$ cat config.mk
export PLATFORM = sky130hd
export DESIGN_NAME = fcpc_precharge
export DESIGN_NICKNAME = d
export VERILOG_FILES = /design/src/rtl/fcpc_pkg.sv /design/src/rtl/fcpc_thresh.sv /design/src/rtl/fcpc_leg.sv /design/src/rtl/fcpc_seq.sv /design/src/rtl/fcpc_precharge.sv
export SDC_FILE = /design/constraint.sdc
export NUM_CORES = 1
export LEC_CHECK = 0
export BUFFER_PORTS_ARGS = -buffer_cell sky130_fd_sc_hd__buf_4
export CAP_MARGIN = 20
export CORE_UTILIZATION = 30
export CTS_BUF_LIST = sky130_fd_sc_hd__clkbuf_4 sky130_fd_sc_hd__clkbuf_8
export DETAILED_ROUTE_END_ITERATION = 6
export SKIP_LAST_GASP = 1
export SLEW_MARGIN = 0
export SYNTH_ARGS = -nofsm -noshare
export SYNTH_HDL_FRONTEND = slang
export SYNTH_SLANG_ARGS = --single-unit
$ cat constraint.sdc
create_clock -name clk -period 10.8 [get_ports clk]
set_clock_uncertainty 0.05 [all_clocks]
set_input_delay 1.62 -clock clk [delete_from_list [all_inputs] [get_ports clk]]
set_output_delay 1.62 -clock clk [all_outputs]
set_load 0.1 [all_outputs]
$ cat src/rtl/fcpc_pkg.sv
package fcpc_pkg;
    typedef enum logic [2:0] {
        ST_IDLE    = 3'd0,
        ST_CONNECT = 3'd1,
        ST_CHARGE  = 3'd2,
        ST_DONE    = 3'd3,
        ST_FAULT   = 3'd4
    } pc_state_e;
endpackage

$ cat src/rtl/fcpc_thresh.sv
// Per-capacitor comparison thresholds, shared by all phases.
module fcpc_thresh #(
    parameter int LEVELS = 5,
    parameter int VW     = 12
) (
    input  logic [VW-1:0]              vdc_target,
    input  logic [VW-1:0]              margin,
    output logic [(LEVELS-2)*VW-1:0]   thr
);
    localparam int CAPS = LEVELS - 2;
    localparam int MW   = VW + $clog2(LEVELS);

    generate
        for (genvar k = 0; k < CAPS; k++) begin : g_cap
            localparam int NUM = LEVELS - 2 - k;
            logic [MW-1:0] prod;
            logic [VW-1:0] setp;
            logic [VW-1:0] t;
            always_comb begin
                prod = MW'(vdc_target) * MW'(NUM);
                // target never exceeds vdc_target, so it fits in VW bits
                setp = VW'(prod / MW'(LEVELS - 1));
                // margin larger than the target floors the threshold at zero
                if (setp > margin) t = setp - margin;
                else               t = '0;
            end
            assign thr[k*VW +: VW] = t;
        end
    endgenerate
endmodule

$ cat src/rtl/fcpc_leg.sv
// Release tracker for one phase leg: compares the pending capacitor,
// qualifies over consecutive valid samples, and clears its switch bit.
module fcpc_leg #(
    parameter int CAPS = 3,
    parameter int VW   = 12,
    parameter int QW   = 4
) (
    input  logic               clk,
    input  logic               rst_n,
    input  logic               arm,
    input  logic               run,
    input  logic               v_valid,
    input  logic [CAPS*VW-1:0] v_leg,
    input  logic [CAPS*VW-1:0] thr,
    input  logic [QW-1:0]      qual_len,
    output logic [CAPS-1:0]    mask,
    output logic               leg_done
);
    localparam int PW = (CAPS > 1) ? $clog2(CAPS) : 1;

    logic [PW-1:0] ptr;
    logic [QW-1:0] cnt;
    logic [VW-1:0] v_sel;
    logic [VW-1:0] t_sel;
    logic [QW:0]   cnt_inc;
    logic [QW:0]   q_eff;
    logic          hit;
    logic          step;

    always_comb begin
        v_sel = '0;
        t_sel = '0;
        for (int k = 0; k < CAPS; k++) begin
            if (ptr == PW'(k)) begin
                v_sel = v_leg[k*VW +: VW];
                t_sel = thr[k*VW +: VW];
            end
        end
        hit     = (v_sel >= t_sel);
        cnt_inc = {1'b0, cnt} + (QW+1)'(1);
        q_eff   = (qual_len == '0) ? (QW+1)'(1) : {1'b0, qual_len};
        step    = run && !leg_done && v_valid;
    end

    always_ff @(posedge clk or negedge rst_n) begin
        if (!rst_n) begin
            mask     <= '1;
            ptr      <= PW'(CAPS - 1);
            cnt      <= '0;
            leg_done <= 1'b0;
        end else if (arm) begin
            mask     <= '1;
            ptr      <= PW'(CAPS - 1);
            cnt      <= '0;
            leg_done <= 1'b0;
        end else if (step) begin
            if (hit) begin
                if (cnt_inc >= q_eff) begin
                    mask <= mask & ~(CAPS'(1) << ptr);
                    cnt  <= '0;
                    if (ptr == '0) leg_done <= 1'b1;
                    else           ptr      <= ptr - 1'b1;
                end else begin
                    cnt <= cnt_inc[QW-1:0];
                end
            end else begin
                cnt <= '0;
            end
        end
    end

    // outside arming, switch bits only ever clear
    mask_monotonic_chk: assert property (@(posedge clk) disable iff (!rst_n)
        !arm |=> ((mask & ~$past(mask)) == '0));


    release_one_chk: assert property (@(posedge clk) disable iff (!rst_n)
        !arm |=> ($countones($past(mask) & ~mask) <= 1));


    leg_done_chk: assert property (@(posedge clk) disable iff (!rst_n)
        leg_done |-> (mask == '0));
endmodule

$ cat src/rtl/fcpc_seq.sv
// Sequencing state machine with charge-window counter.
module fcpc_seq #(
    parameter int TW = 16
) (
    input  logic          clk,
    input  logic          rst_n,
    input  logic          en,
    input  logic          all_done,
    input  logic [TW-1:0] timeout_lim,
    output logic          arm,
    output logic          run,
    output logic          sw_gate,
    output logic          done,
    output logic          fault
);
    import fcpc_pkg::*;

    pc_state_e     state;
    pc_state_e     state_nx;
    logic [TW-1:0] tmo_cnt;

    always_ff @(posedge clk or negedge rst_n) begin
        if (!rst_n) state <= ST_IDLE;
        else        state <= state_nx;
    end

    always_ff @(posedge clk or negedge rst_n) begin
        if (!rst_n)                   tmo_cnt <= '0;
        else if (state != ST_CHARGE)  tmo_cnt <= '0;
        else if (tmo_cnt != '1)       tmo_cnt <= tmo_cnt + 1'b1;
    end

    always_comb begin
        state_nx = state;
        unique case (state)
            ST_IDLE:    state_nx = en ? ST_CONNECT : ST_IDLE;
            ST_CONNECT: state_nx = en ? ST_CHARGE  : ST_IDLE;
            ST_CHARGE: begin
                if (!en)                          state_nx = ST_IDLE;
                else if (all_done)                state_nx = ST_DONE;
                else if (tmo_cnt == timeout_lim)  state_nx = ST_FAULT;
                else                              state_nx = ST_CHARGE;
            end
            ST_DONE:    state_nx = en ? ST_DONE  : ST_IDLE;
            ST_FAULT:   state_nx = en ? ST_FAULT : ST_IDLE;
            default:    state_nx = ST_IDLE;
        endcase
    end

    always_comb begin
        arm     = 1'b0;
        run     = 1'b0;
        sw_gate = 1'b0;
        done    = 1'b0;
        fault   = 1'b0;
        unique case (state)
            ST_IDLE:    arm = 1'b1;
            ST_CONNECT: sw_gate = 1'b1;
            ST_CHARGE: begin
                sw_gate = 1'b1;
                run     = 1'b1;
            end
            ST_DONE:    done  = 1'b1;
            ST_FAULT:   fault = 1'b1;
            default:    arm = 1'b1;
        endcase
    end


    enable_drop_chk: assert property (@(posedge clk) disable iff (!rst_n)
        !en |=> (state == ST_IDLE));


    done_cause_chk: assert property (@(posedge clk) disable iff (!rst_n)
        $rose(state == ST_DONE) |-> $past(all_done));


    fault_cause_chk: assert property (@(posedge clk) disable iff (!rst_n)
        $rose(state == ST_FAULT) |-> ($past(tmo_cnt) == $past(timeout_lim)) && !$past(all_done));


    fault_hold_chk: assert property (@(posedge clk) disable iff (!rst_n)
        (state == ST_FAULT) && en |=> (state == ST_FAULT));
endmodule

$ cat src/rtl/fcpc_precharge.sv
module fcpc_precharge #(
    parameter int PHASES = 3,
    parameter int LEVELS = 5,
    parameter int VW     = 12,
    parameter int QW     = 4,
    parameter int TW     = 16
) (
    input  logic                            clk,
    input  logic                            rst_n,
    input  logic                            en,
    input  logic                            v_valid,
    input  logic [PHASES*(LEVELS-2)*VW-1:0] v_cap,
    input  logic [VW-1:0]                   vdc_target,
    input  logic [VW-1:0]                   margin,
    input  logic [QW-1:0]                   qual_len,
    input  logic [TW-1:0]                   timeout_lim,
    output logic [PHASES*(LEVELS-2)-1:0]    sw_cmd,
    output logic                            done,
    output logic                            fault
);
    localparam int CAPS = LEVELS - 2;
    localparam int NSW  = PHASES * CAPS;

    logic [CAPS*VW-1:0] thr;
    logic [NSW-1:0]     mask_all;
    logic [PHASES-1:0]  leg_done_v;
    logic               all_done;
    logic               arm;
    logic               run;
    logic               sw_gate;

    fcpc_thresh #(.LEVELS(LEVELS), .VW(VW)) u_thresh (
        .vdc_target (vdc_target),
        .margin     (margin),
        .thr        (thr)
    );

    generate
        for (genvar p = 0; p < PHASES; p++) begin : g_phase
            fcpc_leg #(.CAPS(CAPS), .VW(VW), .QW(QW)) u_leg (
                .clk      (clk),
                .rst_n    (rst_n),
                .arm      (arm),
                .run      (run),
                .v_valid  (v_valid),
                .v_leg    (v_cap[p*CAPS*VW +: CAPS*VW]),
                .thr      (thr),
                .qual_len (qual_len),
                .mask     (mask_all[p*CAPS +: CAPS]),
                .leg_done (leg_done_v[p])
            );
        end
    endgenerate

    assign all_done = &leg_done_v;

    fcpc_seq #(.TW(TW)) u_seq (
        .clk         (clk),
        .rst_n       (rst_n),
        .en          (en),
        .all_done    (all_done),
        .timeout_lim (timeout_lim),
        .arm         (arm),
        .run         (run),
        .sw_gate     (sw_gate),
        .done        (done),
        .fault       (fault)
    );

    assign sw_cmd = sw_gate ? mask_all : '0;


    connect_all_on_chk: assert property (@(posedge clk) disable iff (!rst_n)
        (sw_gate && !run) |-> (sw_cmd == {NSW{1'b1}}));


    idle_off_chk: assert property (@(posedge clk) disable iff (!rst_n)
        arm |-> (sw_cmd == '0) && !done && !fault);
endmodule

# == After elaboration in Yosys (flattened, before gate mapping) ==
# Cells that the tools add are included.
# totals
ff_bits,49
inputBits,156
word_cells,189
output_inout_bits,11
# classes
add_sub_neg,10
eq_ne,28
shift,3
mux,91
reduce_logical,27
n_lt_le_gt_ge,9
multipliers,1
n_bitwise,6
# ops
cell,n
$mux 12,21
$mux 4,13
$mux 3,16
$ge 12x12->1,3
$mux 2,17
$mux 16,2
$ne 2x1->1 const B,12
$reduce_and 4->1,6
$mux 1,20
$add 16x1->16 const B,1
$eq 16x16->1,1
$ne 16x16->1 const B,1
$add 4x1->5 const B,3
$pmux 3 s5,1
$mul 12x2->14 const B,1
$gt 10x12->1,1
$gt 11x12->1,1
$gt 12x12->1,1
$reduce_and 3->1,4
$sub 10x12->12,1
$sub 11x12->12,1
$sub 12x12->12,1
$ge 5x5->1,2
$and 3x3->3,3
other kinds (20),42

# == Longest topological paths before layout ==
# Gate-level depths: netlist of the first run.
# logic_depth
depth_word,10
ltp_mapped,25
mapped_depth_nobuf,25

# == Modules after synthesis ==
# Synthesis of the first run repeated with hierarchy kept, for this count alone.
# unflattened
hier_cells,1017
hier_area_um2,7624.8
# modules_own_cells
mod,seq_area_each_um2,cells_per_inst,area_per_inst_um2,instances
fcpc_leg (g_phase[0].u_leg ...),255.2,173,1293.7,2
fcpc_thresh,0.0,343,2398.6,1
fcpc_seq,475.5,144,1296.2,1
fcpc_leg (g_phase[1].u_leg),255.2,174,1280.0,1
fcpc_precharge,0.0,10,62.6,1

# == Least setup slack after synthesis of the first run ==
# OpenSTA, ideal clock, no wires.
# synth_path
path_kind,input to register
startpoint,input vdc_target[3]
endpoint,register g_phase[2].u_leg.leg_done
n_path_buf,0
arrival_time_ns,6.404
setup_ns,0.119
slack_ns,4.228
stages,23
required_ns,10.631
cell_sequence,ha_1 > a21o_1 > a31oi_1 > o21ai_0 > o41ai_1 > o21ba_2 > o21bai_1 > xor2_1 > ha_1 > nand2_1 > nor4_1 > a221oi_2 > nor3_1 > a32oi_1 > mux2_2 > ha_1 > a2111oi_0 > o21ai_0 > a21oi_1 > o21bai_1 > a211oi_1 > nor2_1 > o21a_1
# synth_via
elab_chain_cells,9
word_cells_on_any_way,16
classes_between,add/sub (3); mul (1); order compare (4); eq/ne (1); mux (6); reduce/logical (1)
# synth_rtl
element,line_no,text
start: declaration,fcpc_precharge.sv:13,"input logic [VW-1:0] vdc_target,"
$mul 12x2->14,fcpc_thresh.sv:20,prod = MW'(vdc_target) * MW'(NUM);
$sub 12x12->12 or $gt 12x12->1 (tied branches),fcpc_thresh.sv:24,if (setp > margin) t = setp - margin;
$mux 12,fcpc_thresh.sv:24,
$mux 12 (2 in a row),fcpc_leg.sv:34,if (ptr == PW'(k)) begin
$mux 12 (*),fcpc_leg.sv:34,
$ge 12x12->1 (*),fcpc_leg.sv:39,hit = (v_sel >= t_sel);
$ne 2x1->1 (no line) (*),n/a,
$reduce_and 4->1 (no line) (*),n/a,
end signal: assignment,fcpc_leg.sv:50,leg_done <= 1'b0;
end signal: assignment,fcpc_leg.sv:55,leg_done <= 1'b0;
end signal: assignment,fcpc_leg.sv:61,if (ptr == '0) leg_done <= 1'b1;
end: declaration,fcpc_leg.sv:17,output logic leg_done
# Every way passes the cells marked *; elsewhere a longest branch is shown, timed or not.
# A chain may end at the register's enable or synchronous reset.

# == Final worst setup path of the first run ==
# layout_path
startpoint,input vdc_target[3]
endpoint,register g_phase[2].u_leg.ptr[0]
# layout_via
elab_chain_cells,9
word_cells_on_any_way,16
classes_between,add/sub (3); mul (1); order compare (4); eq/ne (1); mux (6); reduce/logical (1)
# layout_rtl
element,line_no,text
$mul 12x2->14,fcpc_thresh.sv:20,
$sub 12x12->12 or $gt 12x12->1 (tied branches),fcpc_thresh.sv:24,
$mux 12,fcpc_thresh.sv:24,
$mux 12 (2 in a row),fcpc_leg.sv:34,
$mux 12 (*),fcpc_leg.sv:34,
$ge 12x12->1 (*),fcpc_leg.sv:39,
$ne 2x1->1 (no line) (*),n/a,
$reduce_and 4->1 (no line) (*),n/a,
end signal: assignment,fcpc_leg.sv:48,ptr <= PW'(CAPS - 1);
end signal: assignment,fcpc_leg.sv:53,ptr <= PW'(CAPS - 1);
end signal: assignment,fcpc_leg.sv:62,else ptr <= ptr - 1'b1;
end: declaration,fcpc_leg.sv:21,logic [PW-1:0] ptr;
# Marks and branches as above.

==> results of run 1 <==
cell usage in the layout (no fill, tap or decap), drive strengths merged, types with 6 or more instances in the layout:
cell type / instances
buf: 170
nor3: 26
and3: 22
inv: 50
a31oi: 9
and4: 7
nand2b: 18
mux2i: 7
xor2: 19
o22ai: 20
clkbuf: 6
a21o: 17
a22oi: 22
or3: 9
and2: 13
a21oi: 72
o211ai: 7
a32oi: 7
o21a: 7
nand2: 113
nand4: 14
dfstp: 12
dfrtp: 37
o21ai: 97
nor2b: 13
ha: 105
xnor2: 40
nor2: 68
a211oi: 7
nand3: 21
stage by stage:
step	cell area, um^2	instances
after floorplan	7330	974
after global placement	8850	1429
after detailed placement	8850	1429
after CTS	8940	1437
after global routing	8940	1437
final	8940	1437
layout make-up:
| type | instances | share of cell area (%) |
|---|---|---|
| flip-flops and latches | 49 | 13.9 |
| clock inverters | 2 | 0.154 |
| inverters | 49 | 2.06 |
| repair buffers | 170 | 14.3 |
| multi-input cells | 842 | 64.3 |
| well taps | 319 | 4.46 |
| clock buffers | 6 | 0.853 |
state kept, by name, summed over array words and instances (netlist names):
signal	count
g_phase.u_leg.cnt	12
g_phase.u_leg.leg_done	3
g_phase.u_leg.mask	9
g_phase.u_leg.ptr	6
u_seq.state	3
u_seq.tmo_cnt	16
worst max-delay path by stage:
stage | start | end | slack, ns | cells past startpoint
6_report | vdc_target[3] | g_phase[2].u_leg.ptr[0] | 3.52 | 25
5_1_grt | vdc_target[2] | g_phase[2].u_leg.ptr[0] | 2.86 | 25
4_1_cts | vdc_target[3] | g_phase[2].u_leg.ptr[0] | 3.58 | 25
3_5_place_dp | vdc_target[3] | g_phase[2].u_leg.ptr[0] | 3.24 | 25
3_3_place_gp | vdc_target[3] | g_phase[2].u_leg.ptr[0] | 3.33 | 24
2_1_floorplan | vdc_target[3] | g_phase[2].u_leg.leg_done | 4.23 | 23
worst reg2reg max path: cells and delay by family (launching register included):
kind            cells  cell delay, ns
buf+inv             2            0.53
simple gates        2            0.38
compound gates      8            1.95
flops               1            0.54
mux                 1            0.32
fa+ha+maj           2            0.74
synth_stat cells, drive strengths merged (12+ instances only):
cell and count:
a21o 17, a21oi 72, a22oi 22, and2 13, and3 22, clkbuf 30
dfrtp 37, dfstp 12, ha 105, inv 49, nand2 113, nand2b 18
nand3 21, nand4 14, nor2 68, nor2b 13, nor3 26, o21ai 97
o22ai 20, xnor2 40, xor2 19
power by group through the flow:
| stage | clock (mW) | sequential [mW] | combinational, mW |
|---|---|---|---|
| 6_report | 0.116 | 0.232 | 1.11 |
| 4_1_cts | 0.120 | 0.232 | 1.11 |
| 3_5_place_dp | 0 | 0.235 | 1.11 |
| 3_3_place_gp | 0 | 0.234 | 1.09 |
| 5_1_grt | 0.129 | 0.236 | 1.26 |
| 2_1_floorplan | 0 | 0.230 | 0.811 |
layer usage:
| metal | vias up | track usage (%) |
|---|---|---|
| li1 | 3870 | - |
| met1 | 3471 | 25.5 |
| met2 | 265 | 29.9 |
| met3 | 25 | 3.40 |
| met4 | 0 | 3.43 |
| met5 | - | 0 |
cell families (layout without fill, tap and decap cells):
kind of cell | after synthesis | after routing | synth area share [%]
compound gates | 320 | 320 | 27.8
xor+xnor | 59 | 59 | 7.05
fa+ha+maj | 109 | 109 | 19.0
buf+inv | 83 | 227 | 4.57
flops | 49 | 49 | 16.9
mux | 12 | 12 | 1.72
simple gates | 342 | 342 | 22.9
==> results.toml, run 1 <==
[outcome]
status = "finished clean"

[hold_path]
min_path_type = "reg2reg"
min_path_cells = 2
whs_endpoint = "g_phase[2].u_leg.mask[1]"
worstHoldStart = "g_phase[2].u_leg.mask[1]"

[detailed_routing]
wl_met1_um = 11000
wl_met2_um = 10300
wl_um = 23200
route.detailed.wl_per_inst_um = 16.2
wl_met3_um = 1600
ant_nets = 0
vias_per_cell = 5.31
firstDrtPassIters = 6
drt_iter0_markers = 565
drc_errors = 0
highest_layer = "met4"
vias = 7631

[worst_setup_path]
critPathLaunchType = "input pin"
worst_path_most_repeated_cell = "o21ai_0"
timing.rr.end = "g_phase[2].u_leg.ptr[0]"
ff2ff_path_depth = 15
ff2ff_setup_slack_ns = 6.23
rr_startpoint = "g_phase[2].u_leg.ptr[1]"
cpMaxStageDelayCell = "a211oi_1"
arrival_ns = 7.47
critPathTopFamily = "compound AO/OA/AOI/OAI gates"
cp_num_buf_inv = 1
worstPathRequired_ns = 10.99
max_stage_delay_ns = 0.69
crit_type = "in2reg"
cp_max_fo = 8
end_kind = "flop"

[placed_design]
dp_hpwl_um = 19200
place_congestion = 0.984
portBuffers = 166
place_ws_ns = 3.24

[power_and_ir_drop]
p_sw_mw = 0.787
ir_worst_vdd_v = 0.0000947
p_int_mw = 0.673
pwr-share-comb_pct = 76.1
seq_power_share_pct = 15.9
p_per_area_mw_per_mm2 = 163
p_sw_share_pct = 53.9
totalPowerFinal_mw = 1.46
p_leak_nw = 4.06
p_clk_share_pct = 8.0

[timing]
maxSlewViolCount = 0
tightest_slew_ns = 0.904
setup_tns_ns = 0
finalCritPeriodShare_pct = 67.4
hold-worst-slack_ns = 0.438
finalSetupViolCount = 0
rsz0062_at_grt = "false"
hold_viol_final = 0
postLayoutSetupSlackWorst_ns = 3.52
max_freq_mhz = 137
fin_crit_ns = 7.28
slew-limit-headroom_pct = 39.7

[final_layout]
layout.nets = 1382
fin_util_pct = 37.8
drive_above_1_share_pct = 19.1
multiInputGateArea_mm2 = 0.00575
syn2layout_area_growth_pct = 22.0
nFillCells = 2527
num_antenna_cells = 0
layout.area.seq_mm2 = 0.00124

[clock_network]
insertion_delay_ns = 0.32
path_clk_slew_ns = 0.09
clk_path_buf_depth = 2
hold_buffers = 0
cts_setup_buffers = 0
cts-root-buf = "clkbuf_8"
htree_levels = 2
cts-resized-gates = 0
cts.sinks = 49
numCtsBuffers = 5
cts_tree = "built"

[die]
core_mm2 = 0.0237
die_h_um = 158
rows = 56
start_util_pct = 30.9
die_w_um = 158
io_pins = 167
floorplan.die_area_mm2 = 0.0251

[global_route]
track_usage_pct = 18.4
grt_max_degree = 50
grt_pass1_vias = 7071
gr-total-overflow = 0
antenna_found_initial = 0
grt_pass1_wl_um = 36400

[run]
maxCapViolations = 0

[logic_synthesis]
ys_types = 69
ys_top_cells_by_area = "ha_1 (18%), dfrtp_1 (13%), o21ai_0 (6.2%)"
synth.top_cell.area_share_pct = 17.9
synthArstFlopShare_pct = 100
synth-main-ff-cell = "dfrtp_1"
ys_warn_count = 0
synthesis.nets = 1239
netlist_area_mm2 = 0.00733
yosysTopAreaCell = "ha_1"
synth_seq_cells = 49
seq_area_frac_synth_pct = 16.9
synth_edf_count = 0
synth_cells = 974
syn_avg_cell_area_um2 = 7.53
Note: power is estimated with default switching activity, not from simulation.
==> inputs of run 2 (changes only) <==
Clock period 10.8 ns to 6.4 ns, I/O delays scaled along.
==> results.toml, run 2 (synthesized netlist as in run 1, its figures left out) <==
[outcome]
status = "finished clean"

[global_route]
track_usage_pct = 19.0
grt_max_degree = 50
grt_pass1_vias = 7146
gr-total-overflow = 0
antenna_found_initial = 0
grt_pass1_wl_um = 37200

[detailed_routing]
wl_met3_um = 1560
highest_layer = "met4"
ant_nets = 0
wl_met1_um = 11300
wl_um = 23900
vias = 7733
wl_met2_um = 10900
vias_per_cell = 5.33
drt_iter0_markers = 595
route.detailed.wl_per_inst_um = 16.5
firstDrtPassIters = 5
drc_errors = 0

[power_and_ir_drop]
p_sw_share_pct = 53.7
p_sw_mw = 1.36
p_per_area_mw_per_mm2 = 279
p_clk_share_pct = 8.1
ir_worst_vdd_v = 0.000153
p_int_mw = 1.18
seq_power_share_pct = 15.4
pwr-share-comb_pct = 76.5
p_leak_nw = 4.13

[worst_setup_path]
end_kind = "flop"
ff2ff_setup_slack_ns = 2.28
arrival_ns = 6.09
ff2ff_path_depth = 16
timing.rr.end = "g_phase[2].u_leg.leg_done"
critPathLaunchType = "input pin"
cp-endpoint = "g_phase[2].u_leg.ptr[0]"
worstPathRequired_ns = 6.60
crit_type = "in2reg"
cp_max_fo = 8
rr_startpoint = "g_phase[2].u_leg.ptr[1]"
startpoint = "vdc_target[3]"

[timing]
max_freq_mhz = 170
slew-limit-headroom_pct = 36.5
rsz0062_at_grt = "false"
finalCritPeriodShare_pct = 92.0
maxSlewViolCount = 0
fin_crit_ns = 5.89
setup_tns_ns = 0
hold_viol_final = 0
finalSetupViolCount = 0
tightest_slew_ns = 0.953

[final_layout]
drive_above_1_share_pct = 20.6
largest_reg_flops = 16
layout.nets = 1397
layout_common_cells = "buf_4 (185), nand2_1 (112), ha_1 (105), o21ai_0 (90), a21oi_1 (71)"
layout_commonest_cell = "buf_4"
num_antenna_cells = 0
largest_registers = "u_seq.tmo_cnt x16, g_phase.u_leg.cnt x12, g_phase.u_leg.mask x9"
largest_register = "u_seq.tmo_cnt"
fin_cells = 1452
syn2layout_area_growth_pct = 24.0

[hold_path]
min_path_type = "reg2reg"

[placed_design]
dp_hpwl_um = 19700
place_inst = 1444
place_congestion = 0.957
portBuffers = 166

[clock_network]
cts_tree = "built"
cts.sinks = 49
numCtsBuffers = 5
clk_path_buf_depth = 2
path_clk_slew_ns = 0.10
htree_levels = 2
insertion_delay_ns = 0.33
cts-resized-gates = 0
cts_setup_buffers = 0
cts-root-buf = "clkbuf_8"
hold_buffers = 0

[run]
maxCapViolations = 0

[die]
die_w_um = 158
io_pins = 167
core_mm2 = 0.0237
rows = 56
floorplan.die_area_mm2 = 0.0251
start_util_pct = 30.9
die_h_um = 158
-- run 2: changes by cell type in the layout (fill, tap and decap cells not counted), sizes merged --
cell,before,now
buf,170,185
clkbuf,6,5
clkinv,1,0
clkinvlp,0,1
inv,50,51
-- run 2: layer usage --
metal,vias to the layer above,track usage [%]
met1,3539,26.6
met3,17,3.29
li1,3921,-
met2,256,30.9
met5,-,0
met4,0,2.61
-- run 2: worst max-delay path, stage by stage --
cell	delay, ns
buf_4	0.14
ha_1	0.35
a21o_1	0.21
a31oi_1	0.21
o21ai_0	0.20
o41ai_2	0.33
o21ba_2	0.19
o21bai_1	0.07
xor2_1	0.15
ha_1	0.29
buf_4	0.16
a21boi_0	0.13
a221oi_2	0.48
nor2_2	0.13
nand2_1	0.15
buf_4	0.16
o22ai_1	0.07
o21ai_0	0.31
ha_1	0.21
a21oi_1	0.06
o21ai_0	0.17
a21oi_1	0.07
o21bai_1	0.15
a211oi_1	0.09
buf_4	0.17
or3_1	0.34
a21oi_1	0.15
-- run 2: worst min-delay path by stage --
stage                                        start                        to  slack (ns)  cells after the start
final                     g_phase[2].u_leg.mask[1]  g_phase[2].u_leg.mask[1]        0.43                      2
after CTS                 g_phase[2].u_leg.mask[1]  g_phase[2].u_leg.mask[1]        0.44                      2
after global routing      g_phase[1].u_leg.mask[2]  g_phase[1].u_leg.mask[2]        0.47                      2
after floorplan           g_phase[1].u_leg.mask[1]  g_phase[1].u_leg.mask[1]        0.40                      2
after global placement    g_phase[1].u_leg.mask[2]  g_phase[1].u_leg.mask[2]        0.42                      2
after detailed placement  g_phase[2].u_leg.mask[1]  g_phase[2].u_leg.mask[1]        0.42                      2
-- run 2: layout make-up --
class | count | area [um^2]
inverters | 49 | 184
repair buffers | 185 | 1390
well taps | 319 | 399
clock inverters | 3 | 25.0
clock buffers | 5 | 68.8
fillers | 2560 | 14600
multi-input cells | 842 | 5780
flip-flops and latches | 49 | 1240
-- run 2: per-stage QoR --
step	utilization, %	power [mW]	cell area, um^2	hold WS [ns]	worst slack, ns
5_1_grt	38.4	2.79	9090	0.470	0.0736
2_1_floorplan	-	1.76	7330	0.404	0.488
3_3_place_gp	37.9	2.30	8970	0.422	0.101
6_report	38.4	2.54	9090	0.435	0.512
4_1_cts	38.3	2.53	9060	0.437	0.335
3_5_place_dp	37.9	2.32	8970	0.420	0.00210
-- run 2: power groups by stage --
stage          clock network, mW  registers, mW  logic [mW]
2_1_floorplan                  0          0.388        1.37
3_3_place_gp                   0          0.396        1.90
3_5_place_dp                   0          0.397        1.92
4_1_cts                    0.207          0.391        1.93
5_1_grt                    0.223          0.398        2.17
6_report                   0.206          0.391        1.94
